`src/rtl/smbr_pkg.sv`:
```
package smbr_pkg;

  typedef enum logic [2:0] {
    ST_IDLE,
    ST_RX,
    ST_RACK,
    ST_TX,
    ST_TACK,
    ST_SKIP
  } bus_st_e;

  typedef enum logic [1:0] {
    PH_ADDR,
    PH_CMD,
    PH_CNT,
    PH_DATA
  } rx_ph_e;

  // Power-up value of each register (writable bits only are kept)
  function automatic logic [7:0] reg_reset_val(input int idx);
    case (idx)
      0:       return 8'h00;
      1:       return 8'h07;
      2:       return 8'h7F;
      3:       return 8'hC7;
      default: return 8'h00;
    endcase
  endfunction

  // Bits that are stored; the rest come from pins
  function automatic logic [7:0] reg_wr_mask(input int idx);
    case (idx)
      0:       return 8'hE8;
      1:       return 8'h7F;
      default: return 8'hFF;
    endcase
  endfunction

endpackage

```
`src/rtl/smbr_line_sync.sv`:
```
module smbr_line_sync #(
  parameter int SYNC_STAGES = 2
) (
  input  logic clk,
  input  logic rst_n,
  input  logic scl_i,
  input  logic sda_i,
  output logic scl_s,
  output logic sda_s,
  output logic scl_rise,
  output logic scl_fall,
  output logic start_det,
  output logic stop_det
);

  logic [SYNC_STAGES:0] scl_pipe_q;
  logic [SYNC_STAGES:0] sda_pipe_q;
  logic                 scl_d;
  logic                 sda_d;

  always_ff @(posedge clk or negedge rst_n) begin
    if (!rst_n) begin
      scl_pipe_q <= '1;
      sda_pipe_q <= '1;
    end else begin
      scl_pipe_q <= {scl_pipe_q[SYNC_STAGES-1:0], scl_i};
      sda_pipe_q <= {sda_pipe_q[SYNC_STAGES-1:0], sda_i};
    end
  end

  assign scl_s = scl_pipe_q[SYNC_STAGES-1];
  assign sda_s = sda_pipe_q[SYNC_STAGES-1];
  assign scl_d = scl_pipe_q[SYNC_STAGES];
  assign sda_d = sda_pipe_q[SYNC_STAGES];

  assign scl_rise  = scl_s & ~scl_d;
  assign scl_fall  = ~scl_s & scl_d;
  assign start_det = scl_s & scl_d & sda_d & ~sda_s;
  assign stop_det  = scl_s & scl_d & ~sda_d & sda_s;

endmodule

```
`src/rtl/smbr_regbank.sv`:
```
module smbr_regbank
  import smbr_pkg::*;
#(
  parameter int NREG = 4,
  parameter int IDXW = 7
) (
  input  logic              clk,
  input  logic              rst_n,
  input  logic              wr_en,
  input  logic [IDXW-1:0]   wr_idx,
  input  logic [7:0]        wr_data,
  input  logic [IDXW-1:0]   rd_idx,
  input  logic              pin_cpu_stop,
  input  logic [2:0]        pin_fsel,
  input  logic              pin_mult,
  output logic [7:0]        rd_data,
  output logic [NREG*8-1:0] ctrl_q
);

  logic [7:0] store_q [NREG];
  logic [7:0] live    [NREG];

  for (genvar g = 0; g < NREG; g++) begin : g_reg
    localparam logic [7:0] WMASK = reg_wr_mask(g);
    localparam logic [7:0] RSTV  = reg_reset_val(g) & WMASK;
    logic hit;

    assign hit = wr_en && (wr_idx == IDXW'(g));

    always_ff @(posedge clk or negedge rst_n) begin
      if (!rst_n) begin
        store_q[g] <= RSTV;
      end else if (hit) begin
        store_q[g] <= wr_data & WMASK;
      end
    end

    assign ctrl_q[g*8 +: 8] = store_q[g];

    if (g == 0) begin : g_live0
      assign live[g] = {3'b000, pin_cpu_stop, 1'b0, pin_fsel};
    end else if (g == 1) begin : g_live1
      assign live[g] = {pin_mult, 7'b0000000};
    end else begin : g_nolive
      assign live[g] = 8'h00;
    end
  end

  always_comb begin
    rd_data = 8'h00;
    for (int i = 0; i < NREG; i++) begin
      if (rd_idx == IDXW'(i)) rd_data = store_q[i] | live[i];
    end
  end


  oob_write_chk: assert property (@(posedge clk) disable iff (!rst_n)
    (wr_en && (wr_idx >= IDXW'(NREG))) |=> $stable(ctrl_q));

endmodule

```
`src/rtl/ckgen_regif_slave.sv`:
```
module ckgen_regif_slave
  import smbr_pkg::*;
#(
  parameter int          NREG        = 4,
  parameter logic [6:0]  SLV_ADDR    = 7'h69,
  parameter int          SYNC_STAGES = 2
) (
  input  logic              clk,
  input  logic              rst_n,
  input  logic              scl_i,
  input  logic              sda_i,
  output logic              sda_oe,
  input  logic              i2c_mode,
  input  logic              pin_cpu_stop,
  input  logic [2:0]        pin_fsel,
  input  logic              pin_mult,
  output logic [NREG*8-1:0] ctrl_q
);

  localparam int         IDXW    = 7;
  localparam logic [7:0] CNT_VAL = 8'(NREG);

  logic [1:0] rsync_q;
  logic       rst_ni;

  always_ff @(posedge clk or negedge rst_n) begin
    if (!rst_n) rsync_q <= 2'b00;
    else        rsync_q <= {rsync_q[0], 1'b1};
  end
  assign rst_ni = rsync_q[1];

  logic scl_s, sda_s, scl_rise, scl_fall, start_det, stop_det;

  smbr_line_sync #(.SYNC_STAGES(SYNC_STAGES)) u_sync (
    .clk       (clk),
    .rst_n     (rst_ni),
    .scl_i     (scl_i),
    .sda_i     (sda_i),
    .scl_s     (scl_s),
    .sda_s     (sda_s),
    .scl_rise  (scl_rise),
    .scl_fall  (scl_fall),
    .start_det (start_det),
    .stop_det  (stop_det)
  );

  bus_st_e         st_q, st_d;
  rx_ph_e          ph_q, ph_d;
  logic [3:0]      bit_q, bit_d;
  logic [7:0]      sh_q, sh_d;
  logic [7:0]      tx_q, tx_d;
  logic [IDXW-1:0] ptr_q, ptr_d;
  logic            cnt_pend_q, cnt_pend_d;
  logic            tx_next_q, tx_next_d;
  logic            oe_q, oe_d;
  logic            wr_en, tx_load;
  logic [7:0]      rd_data, tx_byte;

  smbr_regbank #(.NREG(NREG), .IDXW(IDXW)) u_regs (
    .clk          (clk),
    .rst_n        (rst_ni),
    .wr_en        (wr_en),
    .wr_idx       (ptr_q),
    .wr_data      (sh_q),
    .rd_idx       (ptr_q),
    .pin_cpu_stop (pin_cpu_stop),
    .pin_fsel     (pin_fsel),
    .pin_mult     (pin_mult),
    .rd_data      (rd_data),
    .ctrl_q       (ctrl_q)
  );

  assign tx_byte = cnt_pend_q ? CNT_VAL : rd_data;

  always_comb begin
    st_d       = st_q;
    ph_d       = ph_q;
    bit_d      = bit_q;
    sh_d       = sh_q;
    tx_d       = tx_q;
    ptr_d      = ptr_q;
    cnt_pend_d = cnt_pend_q;
    tx_next_d  = tx_next_q;
    oe_d       = oe_q;
    wr_en      = 1'b0;
    tx_load    = 1'b0;

    if (start_det) begin
      st_d  = ST_RX;
      ph_d  = PH_ADDR;
      bit_d = 4'd0;
      oe_d  = 1'b0;
    end else if (stop_det) begin
      st_d  = ST_IDLE;
      bit_d = 4'd0;
      oe_d  = 1'b0;
    end else begin
      case (st_q)
        ST_RX: begin
          if (scl_rise) begin
            sh_d  = {sh_q[6:0], sda_s};
            bit_d = bit_q + 4'd1;
          end else if (scl_fall && (bit_q == 4'd8)) begin
            st_d      = ST_RACK;
            oe_d      = 1'b1;
            tx_next_d = 1'b0;
            case (ph_q)
              PH_ADDR: begin
                if (sh_q[7:1] == SLV_ADDR) begin
                  if (sh_q[0]) tx_next_d = 1'b1;
                  else         ph_d      = PH_CMD;
                end else begin
                  st_d = ST_SKIP;
                  oe_d = 1'b0;
                end
              end
              PH_CMD: begin
                if (sh_q[7]) begin
                  ptr_d      = sh_q[6:0];
                  cnt_pend_d = 1'b0;
                  ph_d       = PH_DATA;
                end else begin
                  ptr_d      = '0;
                  cnt_pend_d = 1'b1;
                  ph_d       = i2c_mode ? PH_DATA : PH_CNT;
                end
              end
              PH_CNT: ph_d = PH_DATA;
              default: begin
                wr_en = 1'b1;
                if (ptr_q != '1) ptr_d = ptr_q + 1'b1;
              end
            endcase
          end
        end
        ST_RACK: begin
          if (scl_fall) begin
            oe_d  = 1'b0;
            bit_d = 4'd0;
            if (tx_next_q) begin
              tx_load = 1'b1;
              st_d    = ST_TX;
            end else begin
              st_d = ST_RX;
            end
          end
        end
        ST_TX: begin
          if (scl_rise) begin
            bit_d = bit_q + 4'd1;
          end else if (scl_fall) begin
            if (bit_q == 4'd8) begin
              oe_d = 1'b0;
              st_d = ST_TACK;
            end else begin
              tx_d = {tx_q[6:0], 1'b0};
              oe_d = ~tx_q[6];
            end
          end
        end
        ST_TACK: begin
          if (scl_rise) begin
            if (sda_s) st_d = ST_SKIP;
          end else if (scl_fall) begin
            bit_d   = 4'd0;
            tx_load = 1'b1;
            st_d    = ST_TX;
          end
        end
        default: ;
      endcase
    end

    if (tx_load) begin
      tx_d = tx_byte;
      oe_d = ~tx_byte[7];
      if (cnt_pend_q)        cnt_pend_d = 1'b0;
      else if (ptr_q != '1)  ptr_d      = ptr_q + 1'b1;
    end
  end

  always_ff @(posedge clk or negedge rst_ni) begin
    if (!rst_ni) begin
      st_q       <= ST_IDLE;
      ph_q       <= PH_ADDR;
      bit_q      <= 4'd0;
      sh_q       <= 8'h00;
      tx_q       <= 8'h00;
      ptr_q      <= '0;
      cnt_pend_q <= 1'b0;
      tx_next_q  <= 1'b0;
      oe_q       <= 1'b0;
    end else begin
      st_q       <= st_d;
      ph_q       <= ph_d;
      bit_q      <= bit_d;
      sh_q       <= sh_d;
      tx_q       <= tx_d;
      ptr_q      <= ptr_d;
      cnt_pend_q <= cnt_pend_d;
      tx_next_q  <= tx_next_d;
      oe_q       <= oe_d;
    end
  end

  assign sda_oe = oe_q;


  idle_release_chk: assert property (@(posedge clk) disable iff (!rst_ni)
    ((st_q == ST_IDLE) || (st_q == ST_SKIP)) |-> !oe_q);


  oe_scl_high_chk: assert property (@(posedge clk) disable iff (!rst_ni)
    (scl_s && $past(scl_s)) |-> $stable(oe_q));


  ack_drive_chk: assert property (@(posedge clk) disable iff (!rst_ni)
    (st_q == ST_RACK) |-> oe_q);


  restart_chk: assert property (@(posedge clk) disable iff (!rst_ni)
    start_det |=> ((st_q == ST_RX) && (ph_q == PH_ADDR) && (bit_q == 4'd0)));


  write_ack_chk: assert property (@(posedge clk) disable iff (!rst_ni)
    wr_en |=> ((st_q == ST_RACK) && oe_q));

endmodule

```
`config.mk`:
```
export PLATFORM = sky130hd
export DESIGN_NAME = ckgen_regif_slave
export DESIGN_NICKNAME = d
export VERILOG_FILES = /design/src/rtl/smbr_pkg.sv /design/src/rtl/smbr_line_sync.sv /design/src/rtl/smbr_regbank.sv /design/src/rtl/ckgen_regif_slave.sv
export SDC_FILE = /design/constraint.sdc
export NUM_CORES = 1
export LEC_CHECK = 0
export BUFFER_PORTS_ARGS = -buffer_cell sky130_fd_sc_hd__clkbuf_2
export CORE_UTILIZATION = 30
export CTS_CLUSTER_DIAMETER = 200
export DETAILED_ROUTE_END_ITERATION = 6
export HOLD_SLACK_MARGIN = 0.15
export PLACE_DENSITY_LB_ADDON = 0.12
export SETUP_SLACK_MARGIN = 0.2
export SYNTH_ARGS = -nofsm -noshare
export SYNTH_HDL_FRONTEND = slang
export SYNTH_HIERARCHICAL = 1
export SYNTH_SLANG_ARGS = --single-unit
export TNS_END_PERCENT = 30
```
`constraint.sdc`:
```
create_clock -name clk -period 3 [get_ports clk]
set_input_delay 0.3 -clock clk [delete_from_list [all_inputs] [get_ports clk]]
set_output_delay 0.3 -clock clk [all_outputs]
set_load 0.02 [all_outputs]
```
==> results.toml, run 1 <==
[synth]
synth_top_cell_by_area = "dfrtp_1"
ys_async_sr_fraction = 1.00
synthesis.instances = 335
netlist.area_leader.share = 0.311
ys_ff_latch = 69
syn-cell-area_mm2 = 0.00386
ys_warn_count = 6
synth_area_leaders = "dfrtp_1 (31%), dfstp_2 (14%), mux2_2 (10%)"
ys_types = 73
synth_edf_count = 0
netlist_top_cells_count = "dfrtp_1 (48), mux2_2 (36), a21oi_1 (21), dfstp_2 (21), nand2_1 (21)"
synth-main-ff-cell = "dfrtp_1"
synth.most_common_cell = "dfrtp_1"
yosysSeqAreaShare = 0.454
synth_area_per_cell_um2 = 11.5

[placed_design]
dp.final_hpwl_um = 6970
gp_congestion = 0.761
numPortBuffers = 37

[detailed_routing]
dr.pass1.iters = 4
avgViaCountPerCell = 5.10
wirelength_um = 9910
via_count = 2831
first_iter_violations = 146
drc = 0
wl_per_cell_um = 17.9
ant_nets = 0

[cells_and_area]
n_antenna_cell = 0
seqCellArea_mm2 = 0.00175
fillers = 1257
final_util = 0.368
drive_above_1_share = 0.381
multi_input_area_mm2 = 0.00199
area_growth_pct = 19.8
final_nets = 396

[sta]
final-setup-viol-count = 0
relSlewSlack = 0.414
fin_crit_sh = 0.842
tightest_slew_ns = 0.873
final-hold-violation-count = 0
skew_ns = 0.00832
maxSlewViolCount = 0
finalSetupTns_ns = 0
rsz0062_at_grt = "no"
max_freq_ghz = 0.396
min_period_ns = 2.53

[worst_setup_path]
end_kind = "flip-flop"
reg2reg_slack_ns = 0.47
r2r_start = "u_sync/sda_pipe_q[1]$_DFF_PN1_"
crit_type = "flip-flop to flip-flop"
critPathRequiredTime_ns = 3.23
crit_arrival_ns = 2.75
cp-start-kind = "flip-flop"
r2r_end = "u_regs/ctrl_q[23]$_DFFE_PN0P_"
startpoint = "u_sync/sda_pipe_q[1]$_DFF_PN1_"
r2r.worst_path.cells = 7
cp_max_fo = 8

[die]
die_w_um = 115
initial_utilization = 0.307
io_pins = 43
dieArea_mm2 = 0.0133
core_area_mm2 = 0.0126
rows = 41
die_y_um = 115

[grt]
grt_pass1_wl_um = 16100
track_usage = 0.162
grt_pass1_vias = 2862
antenna_found_initial = 0
grt_max_degree = 39
grt.overflow.total = 0

[clock_tree]
cts_setup_buffers = 0
cts_buffers = 9
cts.sinks = 69
h-tree-depth = 3
cts_tree = "done"
root_buffer = "clkbuf_16"
insertion_delay_ns = 0.34
path_clk_slew_ns = 0.06
ctsLongestPathBuffers = 2

[run]
max-cap-violations = 0

[worst_hold_path]
hold_path.class = "input pin to asynchronous set/reset pin"

[pwr]
p_per_area_mw_per_mm2 = 703
leakagePower_nw = 2.01
peakVddDrop_mv = 0.235
p_total_w = 0.00325

[outcome]
status = "completed"
## kinds of logic after synthesis
logic type | Yosys count | synth area share
mux | 45 | 0.154
buf+inv | 27 | 0.0340
compound gates | 80 | 0.147
simple gates | 103 | 0.181
xor+xnor | 1 | 0.00227
other cells | 2 | 0.00194
fa+ha+maj | 8 | 0.0259
flops | 69 | 0.454
## how the worst max path moves through the flow
| stage | cells after the start | end | slack (ns) |
|---|---|---|---|
| 5_1_grt | 7 | u_regs/ctrl_q[23]$_DFFE_PN0P_ | 0.32 |
| 6_report | 7 | u_regs/ctrl_q[23]$_DFFE_PN0P_ | 0.47 |
| 4_1_cts | 7 | u_regs/ctrl_q[23]$_DFFE_PN0P_ | 0.33 |
| 3_3_place_gp | 7 | u_regs/ctrl_q[23]$_DFFE_PN0P_ | 0.39 |
| 3_5_place_dp | 7 | u_regs/ctrl_q[23]$_DFFE_PN0P_ | 0.37 |
| 2_1_floorplan | 9 | u_regs/ctrl_q[3]$_DFFE_PN0P_ | 0.28 |
## layer usage
| layer | part of all wire | track usage |
|---|---|---|
| met2 | 0.45 | 0.242 |
| met4 | 0.020 | 0.0649 |
| met5 | 0 | 0 |
| met3 | 0.037 | 0.0371 |
| met1 | 0.49 | 0.227 |
## cell usage in the layout (no fill, tap or decap), drive strengths merged, types with 2 or more instances in the layout
cell and n:
nand3 4, nor3 6, bufinv 2, dfstp 21, and4 2, nor3b 7
a21boi 2, and4bb 2, a21oi 23, a22oi 3, a41oi 3, nand4 4
nand2 21, nand3b 3, nand2b 2, o2bb2ai 2, nor2b 7, o21ai 21
dlygate4sd3 3, dfrtp 48, mux4 8, and2 2, o32ai 2, or4b 4
buf 9, or2 2, nor4 2, nor2 11, conb 6, a32o 3
and3 11, clkbuf 49, ha 8, mux2 36, inv 7, and4b 4
a22o 2, a21o 3, nand4b 3, o31ai 4
## timing repair
action / 4_1_cts / 5_1_grt
setup endpoints to repair: 0 / 19
hold buffers: 3 / 0
gates resized for setup: 0 / 1
endpoints found under the hold margin: 4 / 0
## through the flow
| stage | instance area [µm²] | worst slack, ns | cells | hold slack (ns) |
|---|---|---|---|---|
| 3_5_place_dp | 4250 | 0.368 | 536 | 0.0890 |
| 6_report | 4630 | 0.475 | 555 | 0.278 |
| 5_1_grt | 4630 | 0.315 | 555 | 0.284 |
| 2_1_floorplan | 3880 | 0.281 | 339 | 0.00441 |
| 4_1_cts | 4620 | 0.327 | 555 | 0.270 |
| 3_3_place_gp | 4250 | 0.394 | 536 | 0.0883 |
## power by group
group | internal, W | switching (W)
clock | 0.000806 | 0.000422
combinational | 0.000335 | 0.000398
sequential | 0.00107 | 0.000224
## registers in the layout (all words and copies together) (netlist names), 2 cells and up
signal / cells
ptr_q: 7
u_sync/sda_pipe_q: 3
tx_q: 7
u_regs/ctrl_q: 27
rsync_q: 2
st_q: 3
bit_q: 4
u_sync/scl_pipe_q: 3
ph_q: 2
sh_q: 8
## critical path, cell delays in order (launching register included)
cell and delay (ns):
dfstp_2 0.56, and4b_1 0.28, nor2_1 0.20, and4b_1 0.24
and2_1 0.13, nor2b_2 0.28, nand4b_2 0.34, mux2_2 0.38
## layout make-up
type | count | area share
multi-input cells | 243 | 0.431
flip-flops and latches | 69 | 0.379
repair buffers | 49 | 0.0638
clock buffers | 12 | 0.0579
well taps | 172 | 0.0465
clock inverters | 4 | 0.0168
inverters | 6 | 0.00487
Power figures use the tool's default switching activity.
==> inputs of run 2 (changes only) <==
Clock period 3 ns to 2.3 ns, I/O delays scaled along.
==> results.toml, run 2 (same netlist as run 1, synthesis figures left out) <==
[die]
dieArea_mm2 = 0.0133
rows = 41
io_pins = 43
initial_utilization = 0.307
die_y_um = 115
die_w_um = 115
core_area_mm2 = 0.0126

[detailed_routing]
ant_nets = 0
drc = 0
first_iter_violations = 142
dr.pass1.iters = 4
wl_per_cell_um = 17.4
via_count = 3064
wirelength_um = 10300
avgViaCountPerCell = 5.16

[grt]
grt_max_degree = 44
track_usage = 0.166
grt.overflow.total = 0
antenna_found_initial = 0
grt_pass1_vias = 2914
grt_pass1_wl_um = 16300

[worst_setup_path]
r2r.worst_path.cells = 9
crit_type = "flip-flop to flip-flop"
cp_max_fo = 8
critPathRequiredTime_ns = 2.53
reg2reg_slack_ns = -0.002
r2r_end = "u_regs/ctrl_q[28]$_DFFE_PN0P_"
crit_arrival_ns = 2.53
end_kind = "flip-flop"
cp-start-kind = "flip-flop"
r2r_start = "u_sync/sda_pipe_q[1]$_DFF_PN1_"

[sta]
fin_crit_sh = 1.00
final-hold-violation-count = 0
layout_setup_ws_ns = -0.00169
max_freq_ghz = 0.434
rsz0062_at_grt = "yes"
tightest_slew_ns = 0.609
skew_ns = 0.00795
relSlewSlack = 0.594
min_period_ns = 2.30
final-setup-viol-count = 1
maxSlewViolCount = 0

[cells_and_area]
fin_area_mm2 = 0.00499
area_growth_pct = 29.3
drive_above_1_share = 0.476
final_nets = 435
n_antenna_cell = 0
largest_reg_flops = 27
mostFrequentLayoutCells = "dfrtp_1 (47), buf_4 (47), clkbuf_2 (37)"

[outcome]
status = "finished with violations"
failed_checks = "negative setup slack"

[pwr]
leakagePower_nw = 2.18
peakVddDrop_mv = 0.570
p_total_w = 0.00437
p_per_area_mw_per_mm2 = 876

[clock_tree]
root_buffer = "clkbuf_16"
cts_buffers = 9
path_clk_slew_ns = 0.06
cts.sinks = 69
insertion_delay_ns = 0.34
ctsLongestPathBuffers = 2
h-tree-depth = 3
cts_tree = "done"

[placed_design]
pre_cts_slack_ns = -0.0206
dp.final_hpwl_um = 7440
placed_area_mm2 = 0.00451
gp_congestion = 0.789
numPortBuffers = 37

[worst_hold_path]
hold_path.class = "input pin to asynchronous set/reset pin"

[run]
max-cap-violations = 0
[run 2: layout make-up]
type	count	area [µm²]
clock buffers	12	267
clock inverters	4	53.8
fillers	1256	7580
inverters	6	22.5
multi-input cells	243	2090
flip-flops and latches	69	1750
well taps	172	215
repair buffers	88	588
[run 2: metal layers]
metal,global-route usage,vias up,wire [µm]
met3,0.0492,15,401
met1,0.219,1558,4840
met5,0,-,0
met2,0.260,64,4930
met4,0.0554,0,159
li1,-,1427,-
[run 2: worst max-delay path by stage]
stage                                         end                            from
floorplan            u_regs/ctrl_q[3]$_DFFE_PN0P_  u_sync/scl_pipe_q[2]$_DFF_PN1_
global placement    u_regs/ctrl_q[28]$_DFFE_PN0P_  u_sync/scl_pipe_q[2]$_DFF_PN1_
detailed placement  u_regs/ctrl_q[28]$_DFFE_PN0P_  u_sync/scl_pipe_q[2]$_DFF_PN1_
CTS                  u_regs/ctrl_q[3]$_DFFE_PN0P_  u_sync/scl_pipe_q[2]$_DFF_PN1_
global route        u_regs/ctrl_q[28]$_DFFE_PN0P_  u_sync/scl_pipe_q[1]$_DFF_PN1_
finish              u_regs/ctrl_q[28]$_DFFE_PN0P_  u_sync/sda_pipe_q[1]$_DFF_PN1_
[run 2: per-stage QoR]
| stage | hold slack (ns) | instances | TNS (ns) | util |
|---|---|---|---|---|
| after floorplan | -0.0656 | 339 | -1.53 | - |
| after global placement | 0.0163 | 570 | 0 | 0.359 |
| after detailed placement | 0.0203 | 570 | -0.103 | 0.359 |
| after CTS | 0.195 | 592 | 0 | 0.391 |
| after global routing | 0.222 | 594 | -0.713 | 0.397 |
| final | 0.206 | 594 | -0.00169 | 0.397 |
[run 2: power by group]
part           switching, W  total (W)  internal, W
registers          0.000252    0.00165      0.00139
logic              0.000624    0.00124     0.000612
clock network      0.000557    0.00149     0.000932
total               0.00143    0.00437      0.00294
[run 2: worst max-delay path, stage by stage, from the launching register on]
cell and delay [ns]:
dfstp_2 0.54, buf_4 0.11, and4b_2 0.30, nor2_4 0.05, and4b_1 0.22, and2_1 0.17
nor2b_4 0.14, buf_4 0.15, nand4_4 0.15, mux2_2 0.35
[run 2: repair_timing]
item / in CTS / in global routing
buffers inserted: 3 / 2
endpoints found under the setup margin: 50 / 54
pin swaps: 4 / 8
endpoints found under the hold margin: 4 / 0
hold buffers: 3 / 0
resized for setup: 7 / 16
